**config.mk**
```make
export PLATFORM = sky130hd
export DESIGN_NAME = flash_stat_ctl
export DESIGN_NICKNAME = d
export VERILOG_FILES = /design/src/rtl/fsc_pkg.sv /design/src/rtl/fsc_cmd_dec.sv /design/src/rtl/fsc_stat_core.sv /design/src/rtl/fsc_rd_port.sv /design/src/rtl/flash_stat_ctl.sv
export SDC_FILE = /design/constraint.sdc
export NUM_CORES = 1
export LEC_CHECK = 0
export CAP_MARGIN = 30
export CELL_PAD_IN_SITES_DETAIL_PLACEMENT = 2
export CELL_PAD_IN_SITES_GLOBAL_PLACEMENT = 2
export CORE_AREA = 2 2 83 85
export DETAILED_ROUTE_END_ITERATION = 7
export DIE_AREA = 0 0 85 87
export MAX_ROUTING_LAYER = met4
export PLACE_DENSITY = 0.84
export SLEW_MARGIN = 20
export SYNTH_ARGS = -nofsm -noshare
export SYNTH_HDL_FRONTEND = slang
export SYNTH_SLANG_ARGS = --single-unit
```
**constraint.sdc**
```tcl
create_clock -name clk -period 1.75 [get_ports clk]
set_clock_uncertainty 0.1 [all_clocks]
set_input_delay 0.4375 -clock clk [delete_from_list [all_inputs] [get_ports clk]]
set_output_delay 0.4375 -clock clk [all_outputs]
set_load 0.02 [all_outputs]
```
**src/rtl/fsc_pkg.sv**
```systemverilog
package fsc_pkg;
   localparam int CMD_W = 8;

   localparam logic [CMD_W-1:0] OP_RD_ARRAY = 8'hFF;
   localparam logic [CMD_W-1:0] OP_RD_STAT  = 8'h70;
   localparam logic [CMD_W-1:0] OP_RD_ID    = 8'h90;
   localparam logic [CMD_W-1:0] OP_CLR_STAT = 8'h50;
   localparam logic [CMD_W-1:0] OP_SLEEP    = 8'hC0;
   localparam logic [CMD_W-1:0] OP_SUSPEND  = 8'hB0;
   localparam logic [CMD_W-1:0] OP_PROGRAM  = 8'h40;
   localparam logic [CMD_W-1:0] OP_ERASE    = 8'h20;

   localparam int STAT_W = 8;

   typedef enum logic [1:0] {
      SRC_ARRAY  = 2'd0,
      SRC_STATUS = 2'd1,
      SRC_ID     = 2'd2
   } rd_src_e;

   typedef struct packed {
      logic rd_arr;
      logic rd_stat;
      logic rd_id;
      logic clr;
      logic slp;
      logic sus;
      logic prg;
      logic ers;
   } cmd_hit_t;
endpackage

```
**src/rtl/fsc_cmd_dec.sv**
```systemverilog
module fsc_cmd_dec
   import fsc_pkg::*;
#(
   parameter int CODE_W = 8
) (
   input  logic              cmd_valid,
   input  logic [CODE_W-1:0] cmd_code,
   output cmd_hit_t          hit
);
   if (CODE_W != CMD_W) begin : g_bad_code_w
      $error("fsc_cmd_dec: CODE_W must equal CMD_W");
   end

   always_comb begin
      hit = '0;
      if (cmd_valid) begin
         unique case (cmd_code)
            OP_RD_ARRAY: hit.rd_arr  = 1'b1;
            OP_RD_STAT:  hit.rd_stat = 1'b1;
            OP_RD_ID:    hit.rd_id   = 1'b1;
            OP_CLR_STAT: hit.clr     = 1'b1;
            OP_SLEEP:    hit.slp     = 1'b1;
            OP_SUSPEND:  hit.sus     = 1'b1;
            OP_PROGRAM:  hit.prg     = 1'b1;
            OP_ERASE:    hit.ers     = 1'b1;
            default:     hit         = '0;
         endcase
      end
   end
endmodule

```
**src/rtl/fsc_stat_core.sv**
```systemverilog
module fsc_stat_core
   import fsc_pkg::*;
(
   input  logic              clk,
   input  logic              rst_n,
   input  cmd_hit_t          hit,
   input  logic              abort_req,
   input  logic              wsm_done,
   input  logic              wsm_fail,
   input  logic              wsm_susp_ack,
   input  logic              prot_in,
   output logic [STAT_W-1:0] stat,
   output rd_src_e           src,
   output logic              start_p,
   output logic              op_erase,
   output logic              susp_p,
   output logic              abort_p,
   output logic              reject_p,
   output logic              sleep_o
);
   logic ready, esusp, efail, pfail, sleep_b;
   logic susp_iss, sleep_pend;
   logic any_fail, may_start;

   assign any_fail  = efail | pfail;
   assign may_start = ready & ~esusp & ~sleep_b & ~any_fail;

   always_ff @(posedge clk or negedge rst_n) begin
      if (!rst_n) begin
         ready      <= 1'b1;
         esusp      <= 1'b0;
         efail      <= 1'b0;
         pfail      <= 1'b0;
         sleep_b    <= 1'b0;
         op_erase   <= 1'b0;
         susp_iss   <= 1'b0;
         sleep_pend <= 1'b0;
         src        <= SRC_ARRAY;
         start_p    <= 1'b0;
         susp_p     <= 1'b0;
         abort_p    <= 1'b0;
         reject_p   <= 1'b0;
      end else begin
         start_p  <= 1'b0;
         susp_p   <= 1'b0;
         abort_p  <= 1'b0;
         reject_p <= 1'b0;

         // write state machine events
         if (wsm_done) begin
            ready    <= 1'b1;
            esusp    <= 1'b0;
            susp_iss <= 1'b0;
            if (wsm_fail) begin
               if (op_erase) efail <= 1'b1;
               else          pfail <= 1'b1;
            end
            if (sleep_pend) begin
               sleep_b    <= 1'b1;
               sleep_pend <= 1'b0;
               src        <= SRC_STATUS;
            end
         end
         if (wsm_susp_ack && susp_iss) begin
            esusp <= 1'b1;
            ready <= 1'b1;
         end
         if (abort_req && !ready) begin
            sleep_b <= 1'b1;
            abort_p <= 1'b1;
         end

         // decoded commands
         if (hit.rd_arr) begin
            src        <= SRC_ARRAY;
            sleep_b    <= 1'b0;
            sleep_pend <= 1'b0;
         end
         if (hit.rd_stat) src <= SRC_STATUS;
         if (hit.rd_id)   src <= SRC_ID;
         if (hit.clr) begin
            efail <= 1'b0;
            pfail <= 1'b0;
         end
         if (hit.prg || hit.ers) begin
            src <= SRC_STATUS;
            if (any_fail) begin
               reject_p <= 1'b1;
            end else if (may_start) begin
               start_p  <= 1'b1;
               ready    <= 1'b0;
               op_erase <= hit.ers;
            end
         end
         if (hit.sus && !ready && op_erase && !susp_iss) begin
            susp_iss <= 1'b1;
            susp_p   <= 1'b1;
         end
         if (hit.slp && !susp_iss && !esusp) begin
            if (ready) begin
               sleep_b <= 1'b1;
               src     <= SRC_STATUS;
            end else begin
               sleep_pend <= 1'b1;
            end
         end
      end
   end

   assign stat    = {ready, esusp, efail, pfail, prot_in, sleep_b, 2'b00};
   assign sleep_o = sleep_b;
endmodule

```
**src/rtl/fsc_rd_port.sv**
```systemverilog
module fsc_rd_port
   import fsc_pkg::*;
#(
   parameter int DATA_W       = 16,
   parameter bit LATCH_STATUS = 1'b1
) (
   input  logic              clk,
   input  logic              rst_n,
   input  logic              ce_n,
   input  logic              oe_n,
   input  rd_src_e           src,
   input  logic [STAT_W-1:0] stat,
   input  logic [DATA_W-1:0] array_data,
   input  logic [DATA_W-1:0] id_data,
   output logic [DATA_W-1:0] rd_data
);
   localparam int PAD_W = DATA_W - STAT_W;

   logic              strobe, strobe_q;
   logic [STAT_W-1:0] lat;
   logic [DATA_W-1:0] stat_word;

   assign strobe = ~ce_n & ~oe_n;

   always_ff @(posedge clk or negedge rst_n) begin
      if (!rst_n) strobe_q <= 1'b0;
      else        strobe_q <= strobe;
   end

   if (LATCH_STATUS) begin : g_capture
      always_ff @(posedge clk or negedge rst_n) begin
         if (!rst_n)                 lat <= '0;
         else if (strobe && !strobe_q) lat <= stat;
      end
   end else begin : g_transparent
      always_comb lat = stat;
   end

   assign stat_word = {{PAD_W{1'b0}}, lat};

   always_comb begin
      rd_data = '0;
      if (strobe && strobe_q) begin
         unique case (src)
            SRC_ARRAY:  rd_data = array_data;
            SRC_STATUS: rd_data = stat_word;
            SRC_ID:     rd_data = id_data;
            default:    rd_data = '0;
         endcase
      end
   end
endmodule

```
**src/rtl/flash_stat_ctl.sv**
```systemverilog
module flash_stat_ctl
   import fsc_pkg::*;
#(
   parameter int DATA_W       = 16,
   parameter bit LATCH_STATUS = 1'b1
) (
   input  logic              clk,
   input  logic              rst_n,
   input  logic              cmd_valid,
   input  logic [7:0]        cmd_code,
   input  logic              abort_req,
   input  logic              wsm_done,
   input  logic              wsm_fail,
   input  logic              wsm_susp_ack,
   input  logic              prot_in,
   input  logic              ce_n,
   input  logic              oe_n,
   input  logic [DATA_W-1:0] array_data,
   input  logic [DATA_W-1:0] id_data,
   output logic [DATA_W-1:0] rd_data,
   output logic [1:0]        rd_src,
   output logic              wsm_start,
   output logic              wsm_erase,
   output logic              wsm_suspend,
   output logic              wsm_abort,
   output logic              cmd_reject,
   output logic              sleep_flag
);
   if (DATA_W <= STAT_W) begin : g_bad_data_w
      $error("flash_stat_ctl: DATA_W must exceed the status byte width");
   end

   cmd_hit_t          hit;
   logic [STAT_W-1:0] stat_w;
   rd_src_e           src_w;

   fsc_cmd_dec #(.CODE_W(8)) u_dec (
      .cmd_valid (cmd_valid),
      .cmd_code  (cmd_code),
      .hit       (hit)
   );

   fsc_stat_core u_core (
      .clk          (clk),
      .rst_n        (rst_n),
      .hit          (hit),
      .abort_req    (abort_req),
      .wsm_done     (wsm_done),
      .wsm_fail     (wsm_fail),
      .wsm_susp_ack (wsm_susp_ack),
      .prot_in      (prot_in),
      .stat         (stat_w),
      .src          (src_w),
      .start_p      (wsm_start),
      .op_erase     (wsm_erase),
      .susp_p       (wsm_suspend),
      .abort_p      (wsm_abort),
      .reject_p     (cmd_reject),
      .sleep_o      (sleep_flag)
   );

   fsc_rd_port #(.DATA_W(DATA_W), .LATCH_STATUS(LATCH_STATUS)) u_rd (
      .clk        (clk),
      .rst_n      (rst_n),
      .ce_n       (ce_n),
      .oe_n       (oe_n),
      .src        (src_w),
      .stat       (stat_w),
      .array_data (array_data),
      .id_data    (id_data),
      .rd_data    (rd_data)
   );

   assign rd_src = src_w;
endmodule

```
After elaboration in Yosys (flattened, before gate mapping)

Cells that the tools add are included.

Order comparisons: 0
Equality and inequality tests: 11
Div/mod/pow operators: 0
Bitwise operators: 10
Shift operators: 0
Mux-type cells: 52
$add $sub $neg: 0
Reduce and logical (&&, ||, !) cells: 23
Multipliers: 0

Operator list:

| kind                                          | number |
|---|---|
| one-hot mux 16 bit (3 select lines)           | 1 |
| two-way mux 1 bit                             | 41 |
| == test 8 bit, second input constant          | 4 |
| == test 8 x 7 -> 1 bit, second input constant | 3 |
| two-way mux 16 bit                            | 1 |
| two-way mux 2 bit                             | 8 |
| nonzero test 2 bit                            | 5 |
| logical AND 1 bit                             | 9 |
| AND reduction 3 bit                           | 3 |
| == test 8 x 6 -> 1 bit, second input constant | 1 |
| two-way mux 8 bit                             | 1 |
| NOT 1 bit                                     | 5 |
| bitwise AND 1 bit                             | 4 |
| logical NOT 1 bit                             | 4 |
| == test 2 x 1 -> 1 bit, second input constant | 1 |
| == test 2 bit, second input constant          | 1 |
| logical NOT 2 bit                             | 1 |
| inequality test 2 bit, second input constant  | 1 |
| logical OR 1 bit                              | 1 |
| OR 1 bit                                      | 1 |

ROM bits: 0
RAM bits: 0
Latch bits: 0
Word-level logic and storage cells: 111
Bits in registers: 21
Output and inout port bits: 24
Memories: 0

Logic depth before layout (Yosys ltp)

Depth after elaboration: 9
Gate-level depth with buffers: 5

By module

From an unflattened synthesis, not the netlist that was laid out.

Cells, all modules: 152
Area total of the unflattened synthesis: 1493.9 um^2

By module, submodules not included:

| module        | area each (um^2) | cells each | times used |
|---|---|---|---|
| fsc_rd_port   | 732.0            | 74         | 1 |
| fsc_stat_core | 634.4            | 59         | 1 |
| fsc_cmd_dec   | 127.6            | 19         | 1 |

Worst setup path before layout

Ideal clock, no wire load.

Path type: input -> output
Start point: input oe_n
End point: output rd_data[0]
Arrival time: 1.403 ns
Stages: 5
Buffers on the path: 1
Setup slack: -0.190 ns
Path through: nor2_1 > nand2_1 > or2_1 > clkbuf_1 > nor2_1

Word-level cells in the longest chain between the ends: 4

RTL lines:

| item               | RTL line             | RTL |
|---|---|---|
| start, declared    | flash_stat_ctl.sv:17 | `input logic oe_n,` |
| NOT 1 bit          | fsc_rd_port.sv:23    | `assign strobe = ~ce_n & ~oe_n;` |
| bitwise AND 1 bit  | fsc_rd_port.sv:23    |  |
| logical AND 1 bit  | fsc_rd_port.sv:43    | `if (strobe && strobe_q) begin` |
| two-way mux 16 bit | fsc_rd_port.sv:43    |  |
| end, declared      | flash_stat_ctl.sv:20 | `output logic [DATA_W-1:0] rd_data,` |

Every way passes these cells.

Worst setup path in the final report

Start point: register u_core.src[1]
End point: output rd_data[4]

Word-level cells in the longest chain between the ends: 3
Elaborated cells between the ends (all ways): 5
Those cells by class: eq/ne (2); mux (2); reduce/logical (1)

RTL lines:

| item                                        | RTL line            | RTL |
|---|---|---|
| start, declared                             | fsc_stat_core.sv:13 | `output rd_src_e src,` |
| start signal, assigned                      | fsc_stat_core.sv:38 | `src <= SRC_ARRAY;` |
| start signal, assigned                      | fsc_stat_core.sv:61 | `src <= SRC_STATUS;` |
| start signal, assigned                      | fsc_stat_core.sv:75 | `src <= SRC_ARRAY;` |
| == test 2 bit, or another cell as far along | fsc_rd_port.sv:44   | `unique case (src)` |
| one-hot mux 16 bit (3 select lines) *       | fsc_rd_port.sv:44   |  |
| two-way mux 16 bit *                        | fsc_rd_port.sv:43   |  |

Mark *: on every way between the ends. The rest lies on a longest branch, timed or not.

==> out/qor.csv <==
stage,metric,value,unit
critical_path,startpoint_type,register,
global_routing,grt_usage,16.0,%
floorplanning,dieHeight,87,microns
routing,drt_pre_antenna_iters,4,
finish,layout-drive-gt1-share,46.4,%
synth,yosysUniqueCellTypes,36,
sta,fmax,486,MHz
global_routing,grt.met1_usage,17.0,%
power_and_ir_drop,total_power,1.49,mW
power_and_ir_drop,ir_worst_vdd,0.000328,V
placed_design,place_congestion,0.807,
critical_path,path_buf_inv,2,
critical_path,cp-end-kind,output port,
routing,routed_wl,5720,microns
routing,ant_nets,0,
critical_path,critPathKind,reg2out,
synth,ys_seq_elements,21,
finish,multi_input_area,1030,sq um
global_routing,grt_pass1_wl,8980,microns
status,status,"finished, violations left",
sta,slew_viol_final,0,
global_routing,gr-total-overflow,0,
power_and_ir_drop,comb_power_share,40.5,%
global_routing,grt_pass1_vias,1702,
floorplanning,die_w,85,microns
finish,seqCellArea,527,sq um
power_and_ir_drop,netSwitchingFraction,32.1,%
cts,htreeDepth,1,
global_routing,grt_max_degree,22,
synth,avgSynthCellArea,9.34,sq um
routing,viasPerCell,4.62,
floorplanning,num_rows,30,
finish,area_delta_synth_final,115,%
sta,maxSlewHeadroom,79.6,%
critical_path,critPathMaxStageDelay,400,ps
synth,synthCells,137,
sta,hold_viol_final,0,
floorplanning,initial_core_util,19.5,%
cts,clock_path_buffers,2,
global_routing,grt_busiest_layer,met2,
routing,drt_iter0_markers,25,
floorplanning,core,6570,sq um
floorplanning,pin_count,74,
routing,wl_per_cell,18.0,microns
sta,timing.setup.tns,-3510,ps
critical_path,path_max_fanout,6,
finish,fin_nets,288,
placed_design,io_buffers,73,
power_and_ir_drop,seqPwrFrac,36.4,%
sta,rsz0062_at_grt,yes,
critical_path,path_delay_family,flip-flops,
power_and_ir_drop,clkPwrFrac,23.1,%
power_and_ir_drop,powerDensity,540,nW/um^2
power_and_ir_drop,p_int,1.01,mW
finish,fill_cells,685,
cts,clk_latency,270,ps
power_and_ir_drop,cellLeakagePower,1.14,nW
global_routing,gr-usage-met3,2.56,%
cts,cts_inserted_buffers,3,
status,violations,negative setup slack,
sta,worst_pin_slew,304,ps
placed_design,hpwl,4420,microns
sta,worst_slack,-308,ps
critical_path,cp.required,1210,ps
cts,clk_pin_slew_worst_paths,90,ps
sta,fin_crit,2060,ps
floorplanning,fp.dieArea,7400,sq um
sta,post-route-period-util,118,%
cts,cts.sink_count,21,
synth,syn-cell-area,1280,sq um
critical_path,cp.arrival,1520,ps
job,max_cap_violations,0,
synth,yosysWarnings,0,
synth,syn_nets,187,
sta,setup_viol,16,
finish,n_antenna_cell,0,
power_and_ir_drop,p_switching,477,uW
hold_path,min_path_type,in2reg,
routing,drc,0,
cts,cts_tree,done,
critical_path,cp_slowest_cell,dfrtp_1,
global_routing,antenna_found_initial,0,
cts,cts_root_buffer,clkbuf_8,
synth,synth_seq_area_share,41.2,%
routing,vias,1466,
global_routing,use_met2,31.7,%
critical_path,crit_chain,buf_6 > mux2i_2 > nor2_2 > a21oi_2 > nor2_2 > buf_6,
==> layout make-up <==
| cell class | instances | area share [%] |
|---|---|---|
| sequential | 21 | 19.1 |
| tap | 80 | 3.63 |
| clock inverter | 1 | 0.272 |
| clock buffer | 3 | 1.50 |
| timing repair buffer | 102 | 37.6 |
| multi-input combinational | 106 | 37.3 |
| inverter | 4 | 0.545 |
==> tightest hold or removal path, cell delays in order <==
cell    delay [ps]
buf_6           80
nor2_4          40
buf_4          120
==> Yosys cell counts, drive strengths merged <==
library cell / number / area share (%)
o21ai: 3 / 1.2
nand4: 1 / 0.49
a21oi: 9 / 3.5
buf: 3 / 1.2
xnor2: 2 / 1.4
nand3: 1 / 0.39
a31oi: 2 / 0.98
nand3b: 1 / 0.88
inv: 4 / 1.2
dfrtp: 20 / 39
dfstp: 1 / 2.1
a21o: 1 / 0.59
or2: 2 / 0.98
nor4: 2 / 2.6
o22ai: 1 / 0.49
mux2i: 16 / 13
nor3: 3 / 1.6
clkbuf: 3 / 0.88
nor2: 30 / 8.8
nor3b: 1 / 0.59
a211oi: 1 / 0.59
nand4bb: 1 / 0.88
or3b: 1 / 0.68
o21a: 3 / 1.8
o31ai: 1 / 0.59
nand2: 10 / 2.9
nor2b: 2 / 0.98
nand4b: 1 / 0.68
o32ai: 1 / 1.3
and4b: 2 / 1.6
nor4b: 1 / 0.68
mux2: 6 / 5.3
and4: 1 / 0.78
==> per-stage QoR <==
stage	hold slack [ps]	cells	worst slack [ps]	utilization (%)	cell area [sq um]
CTS	262	315	-304	40.5	2660
floorplan	41.9	137	-14.9	-	1420
detailed placement	408	309	-1020	36.8	2420
global route	341	317	-355	41.9	2760
finish	350	317	-308	41.9	2760
global placement	394	309	-985	36.8	2420
==> sequential cells by signal, indices dropped and copies added, names as in the netlist <==
| signal | cells |
|---|---|
| u_core.efail | 1 |
| u_core.ready | 1 |
| u_core.abort_p | 1 |
| u_core.susp_iss | 1 |
| u_core.reject_p | 1 |
| u_core.src | 2 |
| u_rd.strobe_q | 1 |
| u_core.esusp | 1 |
| u_core.start_p | 1 |
| u_rd.lat | 6 |
| u_core.op_erase | 1 |
| u_core.pfail | 1 |
| u_core.sleep_pend | 1 |
| u_core.sleep_o | 1 |
| u_core.susp_p | 1 |
==> power groups by stage <==
stage          Clock, mW  Sequential (mW)  Combinational (mW)
6_report           0.344            0.541               0.603
5_1_grt            0.382            0.546               0.645
4_1_cts            0.352            0.542               0.555
3_5_place_dp           0            0.549               0.478
3_3_place_gp           0            0.544               0.453
2_1_floorplan          0            0.551               0.192
==> placed cells by master (no fill, tap or decap), drive strengths merged <==
cell type	count
o22ai	1
a31oi	2
dfstp	1
or2	2
a21oi	9
o31ai	1
nor4	2
nand4bb	1
clkinvlp	1
o21a	3
xnor2	2
nor2	30
nand2	10
nor3b	1
nand4	1
mux2	6
nand3	1
or3b	1
and4	1
nand4b	1
a21o	1
nor4b	1
and4b	2
dfrtp	20
nand3b	1
nor2b	2
dlygate4sd2	7
mux2i	16
clkbuf	4
o21ai	3
nor3	3
a211oi	1
buf	48
dlymetal6s2s	5
clkdlybuf4s50	41
inv	4
o32ai	1
==> routing by layer <==
metal,routed length [microns],share of wire [%]
met1,2100,37
met2,3320,58
met3,281,4.9
met4,18,0.31
met5,0,0
==> cell families after synthesis <==
kind of cell    synth area share [%]
compound gates                  10.9
xor+xnor                        1.37
buf+inv                         3.23
flops                           41.2
mux                             17.8
simple gates                    25.5
==> worst paths after layout <==
check	from	cells past startpoint	slack, ps	endpoint
worst max register to register	u_core.esusp	5	210	u_core.op_erase
worst min register to register	u_rd.lat[2]	1	440	u_rd.lat[2]
max in group asynchronous	rst_n	2	830	u_core.ready
worst min-delay path	oe_n	3	350	u_rd.strobe_q
worst max-delay path	u_core.src[1]	6	-310	rd_data[4]
min in group asynchronous	rst_n	2	430	u_rd.lat[7]
==> what timing repair did <==
item                       4_1_cts  5_1_grt
pin swaps                       14       17
buffers inserted                 1        2
gates cloned                     1        0
hold endpoints to repair         0        0
gates resized for setup        147       20
setup endpoints to repair       27       24
hold buffers                     0        0
Power figures use the tool's default switching activity.
